$ cat src/rtl/smb_blkwr_pkg.sv
package smb_blkwr_pkg;

  typedef enum logic [1:0] {
    ST_IDLE,
    ST_RECV,
    ST_ACK,
    ST_IGNORE
  } rx_state_e;

  typedef enum logic [1:0] {
    PH_ADDR,
    PH_CMD,
    PH_COUNT,
    PH_DATA
  } byte_phase_e;

endpackage

$ cat src/rtl/smb_line_sync.sv
module smb_line_sync #(
  parameter int STAGES = 2
) (
  input  logic clk,
  input  logic rst_n,
  input  logic line_i,
  output logic line_s,
  output logic line_rise,
  output logic line_fall
);

  // pipe[STAGES-1] is the synchronized level, pipe[STAGES] its previous value
  logic [STAGES:0] pipe;

  always_ff @(posedge clk or negedge rst_n) begin
    if (!rst_n) pipe <= '1;
    else        pipe <= {pipe[STAGES-1:0], line_i};
  end

  assign line_s    = pipe[STAGES-1];
  assign line_rise = pipe[STAGES-1] & ~pipe[STAGES];
  assign line_fall = ~pipe[STAGES-1] & pipe[STAGES];

endmodule

$ cat src/rtl/smb_rx_fsm.sv
module smb_rx_fsm
  import smb_blkwr_pkg::*;
#(
  parameter logic [6:0] ADDR7     = 7'h69,
  parameter int         NUM_REGS  = 3,
  parameter int         MAX_COUNT = 32,
  parameter int         IDXW      = 2
) (
  input  logic            clk,
  input  logic            rst_n,
  input  logic            scl_s,
  input  logic            scl_rise,
  input  logic            scl_fall,
  input  logic            sda_s,
  input  logic            sda_rise,
  input  logic            sda_fall,
  output logic            sda_oe,
  output logic            wr_valid,
  output logic [IDXW-1:0] wr_index,
  output logic [7:0]      wr_data,
  output logic            xfer_ok
);

  localparam logic [7:0] NREG_B = 8'(NUM_REGS);
  localparam logic [7:0] MAXC_B = 8'(MAX_COUNT);
  localparam logic [7:0] ADDR_W = {ADDR7, 1'b0};

  rx_state_e   state;
  byte_phase_e phase;
  logic [3:0]  bitcnt;
  logic [7:0]  shreg;
  logic [7:0]  count_q;
  logic [7:0]  didx;

  logic start_det, stop_det, byte_done, count_legal, data_keep;

  assign start_det   = sda_fall & scl_s;
  assign stop_det    = sda_rise & scl_s;
  assign byte_done   = scl_fall && (bitcnt == 4'd8);
  assign count_legal = (shreg != 8'd0) && (shreg <= MAXC_B);
  assign data_keep   = xfer_ok && (didx < count_q) && (didx < NREG_B);

  always_ff @(posedge clk or negedge rst_n) begin
    if (!rst_n) begin
      state    <= ST_IDLE;
      phase    <= PH_ADDR;
      bitcnt   <= '0;
      shreg    <= '0;
      count_q  <= '0;
      didx     <= '0;
      sda_oe   <= 1'b0;
      wr_valid <= 1'b0;
      wr_index <= '0;
      wr_data  <= '0;
      xfer_ok  <= 1'b0;
    end else begin
      wr_valid <= 1'b0;
      if (start_det) begin
        state   <= ST_RECV;
        phase   <= PH_ADDR;
        bitcnt  <= '0;
        didx    <= '0;
        sda_oe  <= 1'b0;
        xfer_ok <= 1'b0;
      end else if (stop_det) begin
        state  <= ST_IDLE;
        sda_oe <= 1'b0;
      end else begin
        case (state)
          ST_RECV: begin
            if (scl_rise && (bitcnt < 4'd8)) begin
              shreg  <= {shreg[6:0], sda_s};
              bitcnt <= bitcnt + 4'd1;
            end else if (byte_done) begin
              case (phase)
                PH_ADDR: begin
                  if (shreg == ADDR_W) begin
                    sda_oe <= 1'b1;
                    state  <= ST_ACK;
                  end else begin
                    state <= ST_IGNORE;
                  end
                end
                PH_CMD: begin
                  sda_oe <= 1'b1;
                  state  <= ST_ACK;
                end
                PH_COUNT: begin
                  sda_oe  <= 1'b1;
                  state   <= ST_ACK;
                  count_q <= shreg;
                  if (count_legal) xfer_ok <= 1'b1;
                end
                default: begin
                  sda_oe <= 1'b1;
                  state  <= ST_ACK;
                  if (data_keep) begin
                    wr_valid <= 1'b1;
                    wr_index <= didx[IDXW-1:0];
                    wr_data  <= shreg;
                  end
                end
              endcase
            end
          end
          ST_ACK: begin
            if (scl_fall) begin
              sda_oe <= 1'b0;
              state  <= ST_RECV;
              bitcnt <= '0;
              case (phase)
                PH_ADDR:  phase <= PH_CMD;
                PH_CMD:   phase <= PH_COUNT;
                PH_COUNT: phase <= PH_DATA;
                default:  if (didx != 8'hFF) didx <= didx + 8'd1;
              endcase
            end
          end
          default: ;
        endcase
      end
    end
  end

  AST_ACK_AFTER_FALL: assert property (@(posedge clk) disable iff (!rst_n)
    $rose(sda_oe) |-> $past(scl_fall));
  AST_RELEASE_AFTER_FALL: assert property (@(posedge clk) disable iff (!rst_n)
    $fell(sda_oe) |-> $past(scl_fall || start_det || stop_det));
  AST_WR_IN_RANGE: assert property (@(posedge clk) disable iff (!rst_n)
    wr_valid |-> (int'(wr_index) < NUM_REGS));
  AST_WR_NEEDS_LEGAL: assert property (@(posedge clk) disable iff (!rst_n)
    wr_valid |-> xfer_ok);
  AST_START_CLEARS: assert property (@(posedge clk) disable iff (!rst_n)
    start_det |=> (!sda_oe && !xfer_ok));

endmodule

$ cat src/rtl/smb_regfile.sv
module smb_regfile #(
  parameter int NUM_REGS = 3,
  parameter int IDXW     = 2
) (
  input  logic                  clk,
  input  logic                  rst_n,
  input  logic                  we,
  input  logic [IDXW-1:0]       widx,
  input  logic [7:0]            wdata,
  output logic [NUM_REGS*8-1:0] regs_q
);

  for (genvar i = 0; i < NUM_REGS; i++) begin : g_reg
    always_ff @(posedge clk or negedge rst_n) begin
      if (!rst_n)                          regs_q[i*8 +: 8] <= 8'h00;
      else if (we && (widx == IDXW'(i)))   regs_q[i*8 +: 8] <= wdata;
    end
  end

  AST_REG_HOLD: assert property (@(posedge clk) disable iff (!rst_n)
    !$past(we) |-> $stable(regs_q));

endmodule

$ cat src/rtl/smb_blkwr_rx.sv
module smb_blkwr_rx #(
  parameter logic [6:0] ADDR7       = 7'h69,
  parameter int         NUM_REGS    = 3,
  parameter int         MAX_COUNT   = 32,
  parameter int         SYNC_STAGES = 2,
  localparam int        IDXW        = (NUM_REGS > 1) ? $clog2(NUM_REGS) : 1
) (
  input  logic                  clk,
  input  logic                  rst_n,
  input  logic                  scl_i,
  input  logic                  sda_i,
  output logic                  sda_oe,
  output logic                  wr_valid,
  output logic [IDXW-1:0]       wr_index,
  output logic [7:0]            wr_data,
  output logic                  xfer_ok,
  output logic [NUM_REGS*8-1:0] regs_q
);

  // line 0 = SCL, line 1 = SDA
  logic [1:0] pin_raw, pin_s, pin_rise, pin_fall;
  assign pin_raw = {sda_i, scl_i};

  for (genvar g = 0; g < 2; g++) begin : g_sync
    smb_line_sync #(.STAGES(SYNC_STAGES)) u_sync (
      .clk       (clk),
      .rst_n     (rst_n),
      .line_i    (pin_raw[g]),
      .line_s    (pin_s[g]),
      .line_rise (pin_rise[g]),
      .line_fall (pin_fall[g])
    );
  end

  smb_rx_fsm #(
    .ADDR7     (ADDR7),
    .NUM_REGS  (NUM_REGS),
    .MAX_COUNT (MAX_COUNT),
    .IDXW      (IDXW)
  ) u_fsm (
    .clk      (clk),
    .rst_n    (rst_n),
    .scl_s    (pin_s[0]),
    .scl_rise (pin_rise[0]),
    .scl_fall (pin_fall[0]),
    .sda_s    (pin_s[1]),
    .sda_rise (pin_rise[1]),
    .sda_fall (pin_fall[1]),
    .sda_oe   (sda_oe),
    .wr_valid (wr_valid),
    .wr_index (wr_index),
    .wr_data  (wr_data),
    .xfer_ok  (xfer_ok)
  );

  smb_regfile #(
    .NUM_REGS (NUM_REGS),
    .IDXW     (IDXW)
  ) u_regs (
    .clk    (clk),
    .rst_n  (rst_n),
    .we     (wr_valid),
    .widx   (wr_index),
    .wdata  (wr_data),
    .regs_q (regs_q)
  );

endmodule

$ cat config.mk
export PLATFORM = sky130hd
export DESIGN_NAME = smb_blkwr_rx
export DESIGN_NICKNAME = d
export VERILOG_FILES = /design/src/rtl/smb_blkwr_pkg.sv /design/src/rtl/smb_line_sync.sv /design/src/rtl/smb_rx_fsm.sv /design/src/rtl/smb_regfile.sv /design/src/rtl/smb_blkwr_rx.sv
export SDC_FILE = /design/constraint.sdc
export NUM_CORES = 1
export LEC_CHECK = 0
export ABC_AREA = 1
export CAP_MARGIN = 15
export CELL_PAD_IN_SITES_DETAIL_PLACEMENT = 0
export CELL_PAD_IN_SITES_GLOBAL_PLACEMENT = 2
export CORE_MARGIN = 10
export CORE_UTILIZATION = 31
export CTS_CLUSTER_SIZE = 20
export DETAILED_ROUTE_END_ITERATION = 7
export PLACE_DENSITY_LB_ADDON = 0.1
export SETUP_SLACK_MARGIN = 0.4
export SLEW_MARGIN = 20
export SYNTH_ARGS = -nofsm -noshare
export SYNTH_HDL_FRONTEND = slang
export SYNTH_HIERARCHICAL = 1
export SYNTH_SLANG_ARGS = --single-unit
export TNS_END_PERCENT = 30
$ cat constraint.sdc
create_clock -name clk -period 1.43 [get_ports clk]
set_input_delay 0.286 -clock clk [delete_from_list [all_inputs] [get_ports clk]]
set_output_delay 0.286 -clock clk [all_outputs]
set_load 0.01 [all_outputs]
==> results by group <==
Outcome
  • Status: complete, but fails checks
  • Violations in the final reports: negative setup slack

Power
  • Peak supply drop: 0.000587 V
  • Power per unit of standard cell area: roughly 1400 mW/mm^2
  • Leak Pwr: 2.78 nW
  • Total power after layout: around 7.6 mW

Logic synthesis
  • Synthesized instance count: ~430
  • Post-synthesis cell area: between 0.003 and 0.004 sq mm
  • Top-area cell type share of the netlist area: 0.464
  • Library cell with the highest instance count after synthesis: nand2_1
  • Async set-or-reset flop fraction in the synthesized netlist: 1.00
  • Post-synthesis sequential element count: 75
  • Count of different cell masters after synthesis: 26
  • Cell types with the largest area share after synthesis: dfrtp_1 46%, nand2_1 13%, ha_1 5.7%, nand3_1 4.8%, inv_1 4.4%
  • List of most frequent post-synthesis cells: 132 x nand2_1, 69 x dfrtp_1, 44 x inv_1
  • Library cell occupying the most area in the post-synthesis netlist: dfrtp_1
  • Most frequently used flop master after synthesis: dfrtp_1
  • Number of flops mapped to enable cells by yosys: 0
  • Seq/Total Area, Yosys: 0.506
  • Net count after synthesis: between 400 and 500
  • Post-synthesis area per instance: just under 9 sq um
  • Warnings from Yosys: 6

STA
  • Final worst-path setup slack: -0.221 ns
  • Final worst path period share: 1.15
  • Post-route clock skew: 0.00690 ns
  • Final setup violation count: between 40 and 50
  • Count of final hold-check violations: 0
  • Time the worst path needs with I/O delays and setup: ~1.7 ns
  • Final total negative setup slack: -5.64 ns
  • Total count of max-transition violations in the final report: 0
  • Achievable frequency: roughly 0.61 GHz
  • Normalized max-slew margin: 0.802
  • Setup repair after global routing missed its margin: yes
  • Worst slack on hold paths: ~0.36 ns
  • Transition time at the pin with the least slew margin: between 0.2 and 0.3 ns

Worst setup path
  • Number of cells on the worst reg-to-reg path: 10
  • R2R setup slack: -0.22 ns
  • Worst reg2reg startpoint: g_sync[1].u_sync/pipe[2]
  • Crit path to: u_fsm/didx[2]
  • Signal arrival time at the worst endpoint: around 1.9 ns
  • R2R Path End: u_fsm/didx[2]
  • Crit Path Max Fanout: 7
  • Critical Path End Type: register
  • Critical path origin: g_sync[1].u_sync/pipe[2]
  • Type of the worst setup path: reg -> reg
  • Nature of the critical path startpoint: register
  • Required time of the worst setup path: between 1.5 and 2 ns

GRT
  • Number of global-route vias before repair: about 3200
  • Antenna violations before repair: 0
  • Global-route total usage across every layer: 0.129
  • Total congestion overflow after global routing: 0
  • Largest net degree at the start of global routing: 39
  • Wire length of the first global-routing pass: 17000 um

Floorplan
  • Effective utilization at floorplan: 0.322
  • Vertical die dimension: ~130 um
  • Area enclosed by the die boundary: between 0.015 and 0.02 sq mm
  • I/O pin count: 41
  • # rows: 39
  • Die span in x: between 100 and 150 um
  • Standard cell core area: 0.0116 sq mm

Place
  • HPWL after detailed placement: 7450 um
  • IO buf count: 40
  • Routability congestion estimate: 0.768

Layout
  • Ratio of cells with drive above 1 in the final layout: 0.420
  • Inserted Diodes: 0
  • Area growth from synthesis to final layout: 47.5%
  • Number of nets at the end of the flow: around 570
  • Filler Cell Count: 1147

Detailed routing
  • Drt first pass iters: 6
  • DRT Wirelength: 10300 um
  • Remaining number of nets flagged by the antenna check after routing: 0
  • Number of DRC violations after detailed-routing iteration 0: between 150 and 200
  • Via-to-Cell Ratio: between 4 and 5
  • Via Count: 3162
  • Post-route DRC violation count: 0
  • Average routed wire per standard cell: 14.8 um

Clock network
  • Buffer type at the clock tree root: clkbuf_16
  • Number of sinks handled by clock tree synthesis: 75
  • TritonCTS clock tree: built
  • H-tree levels: 3
  • Deepest clock path buffer count: 2
  • Clock Latency Late Sink: 0.33 ns
  • Total CTS buffers: 9
  • CTS clock-pin slew for the worst setup and hold paths: approximately 0.06 ns

Job
  • Max-cap violations: 0

Min path
  • Type of the most critical hold path: reg -> reg
[layout make-up]
cell class	count	area [sq um]	share of cell area
Clock buffer	11	243	0.0442
Clock inverter	5	77.6	0.0141
Inverter	48	209	0.0381
Multi-Input combinational cell	292	1860	0.339
Sequential cell	75	1890	0.344
Tap cell	143	179	0.0326
Timing Repair Buffer	122	1040	0.189
[how the worst min path moves through the flow]
| stage | slack [ns] | startpoint | cells after the start | endpoint |
|---|---|---|---|---|
| 6_report | 0.36 | g_sync[0].u_sync/pipe[0] | 0 | g_sync[0].u_sync/pipe[1] |
| 5_1_grt | 0.36 | g_sync[0].u_sync/pipe[0] | 0 | g_sync[0].u_sync/pipe[1] |
| 4_1_cts | 0.36 | sda_i | 1 | g_sync[1].u_sync/pipe[0] |
| 3_5_place_dp | 0.21 | rst_n | 1 | u_regs/regs_q[21] |
| 3_3_place_gp | 0.21 | rst_n | 1 | u_regs/regs_q[21] |
| 2_1_floorplan | -0.01 | rst_n | 0 | u_fsm/bitcnt[0] |
[flip-flops by register name (all words and copies together), names as in the netlist]
name and cells:
u_regs/regs_q 24, u_fsm/count_q 8, u_fsm/didx 8, u_fsm/shreg 8, u_fsm/wr_data 8, g_sync.u_sync/pipe 6
u_fsm/bitcnt 4, u_fsm/phase 2, u_fsm/state 2, u_fsm/wr_index 2, u_fsm/sda_oe 1, u_fsm/wr_valid 1
u_fsm/xfer_ok 1
[worst max-delay path, cell delays in order, from the launching register on]
cell,delay (ns)
dfstp_2,0.53
inv_2,0.04
nor2_4,0.11
nand2_4,0.12
nand2_4,0.11
nand2_4,0.06
nor2_4,0.12
nand3_4,0.12
buf_4,0.15
o21ai_1,0.11
nor2_1,0.06
[report_power, final]
part           total (mW)  leakage (nW)  internal (mW)  switching (mW)
clock network        2.43         0.156           1.57           0.863
logic                2.64          1.63           1.21            1.42
registers            2.58          1.00           2.39           0.193
[repair_timing]
| item | CTS | global route |
|---|---|---|
| gates cloned | 3 | 0 |
| buffers inserted | 5 | 6 |
| endpoints found under the hold margin | 16 | 0 |
| pin swaps | 35 | 56 |
| hold buffers | 1 | 0 |
| gates resized for setup | 230 | 64 |
| endpoints found under the setup margin | 106 | 110 |
[layer usage]
layer / wire length (um) / part of all wire / global-route usage
met1: 4720 / 0.46 / 0.160
met2: 4960 / 0.48 / 0.210
met3: 459 / 0.044 / 0.0285
met4: 192 / 0.019 / 0.0608
met5: 0 / 0 / 0
[stage by stage]
step | setup slack, ns | area, sq um | utilization | std cells
final | -0.221 | 5490 | 0.475 | 696
after global routing | -0.331 | 5490 | 0.475 | 696
after global placement | -0.324 | 4720 | 0.408 | 665
after floorplan | -0.151 | 3720 | - | 425
after CTS | -0.213 | 5210 | 0.450 | 690
after detailed placement | -0.308 | 4720 | 0.408 | 665
[logic make-up after synthesis]
kind of cell / Yosys count / share of synthesized area
fa+ha+maj: 17 / 0.0571
buf+inv: 60 / 0.0797
compound gates: 32 / 0.0444
simple gates: 236 / 0.301
xor+xnor: 5 / 0.0118
flops: 75 / 0.506
[placed cells by master, fill, tap and decap left out, types with 3 or more instances in the layout]
| master | Yosys | routed |
|---|---|---|
| nand2_1 | 132 | 99 |
| nand4_1 | 18 | 18 |
| inv_4 | 0 | 3 |
| nor3_1 | 7 | 6 |
| nand3_2 | 2 | 9 |
| dfrtp_1 | 69 | 67 |
| nand3_4 | 3 | 5 |
| nand2_2 | 8 | 33 |
| clkbuf_16 | 0 | 9 |
| buf_4 | 0 | 64 |
| buf_2 | 3 | 18 |
| nand3_1 | 36 | 28 |
| inv_2 | 4 | 7 |
| nand2_4 | 1 | 7 |
| nand2_8 | 0 | 3 |
| a21oi_1 | 7 | 6 |
| inv_1 | 44 | 34 |
| o21ai_1 | 6 | 17 |
| o21ai_0 | 17 | 5 |
| ha_1 | 17 | 14 |
| xor2_1 | 5 | 5 |
| nor2_4 | 0 | 6 |
| buf_6 | 9 | 33 |
| dfstp_2 | 6 | 6 |
| nor2_2 | 4 | 4 |
| nor2_1 | 21 | 15 |
No activity file was read; power rests on OpenSTA's default activity.
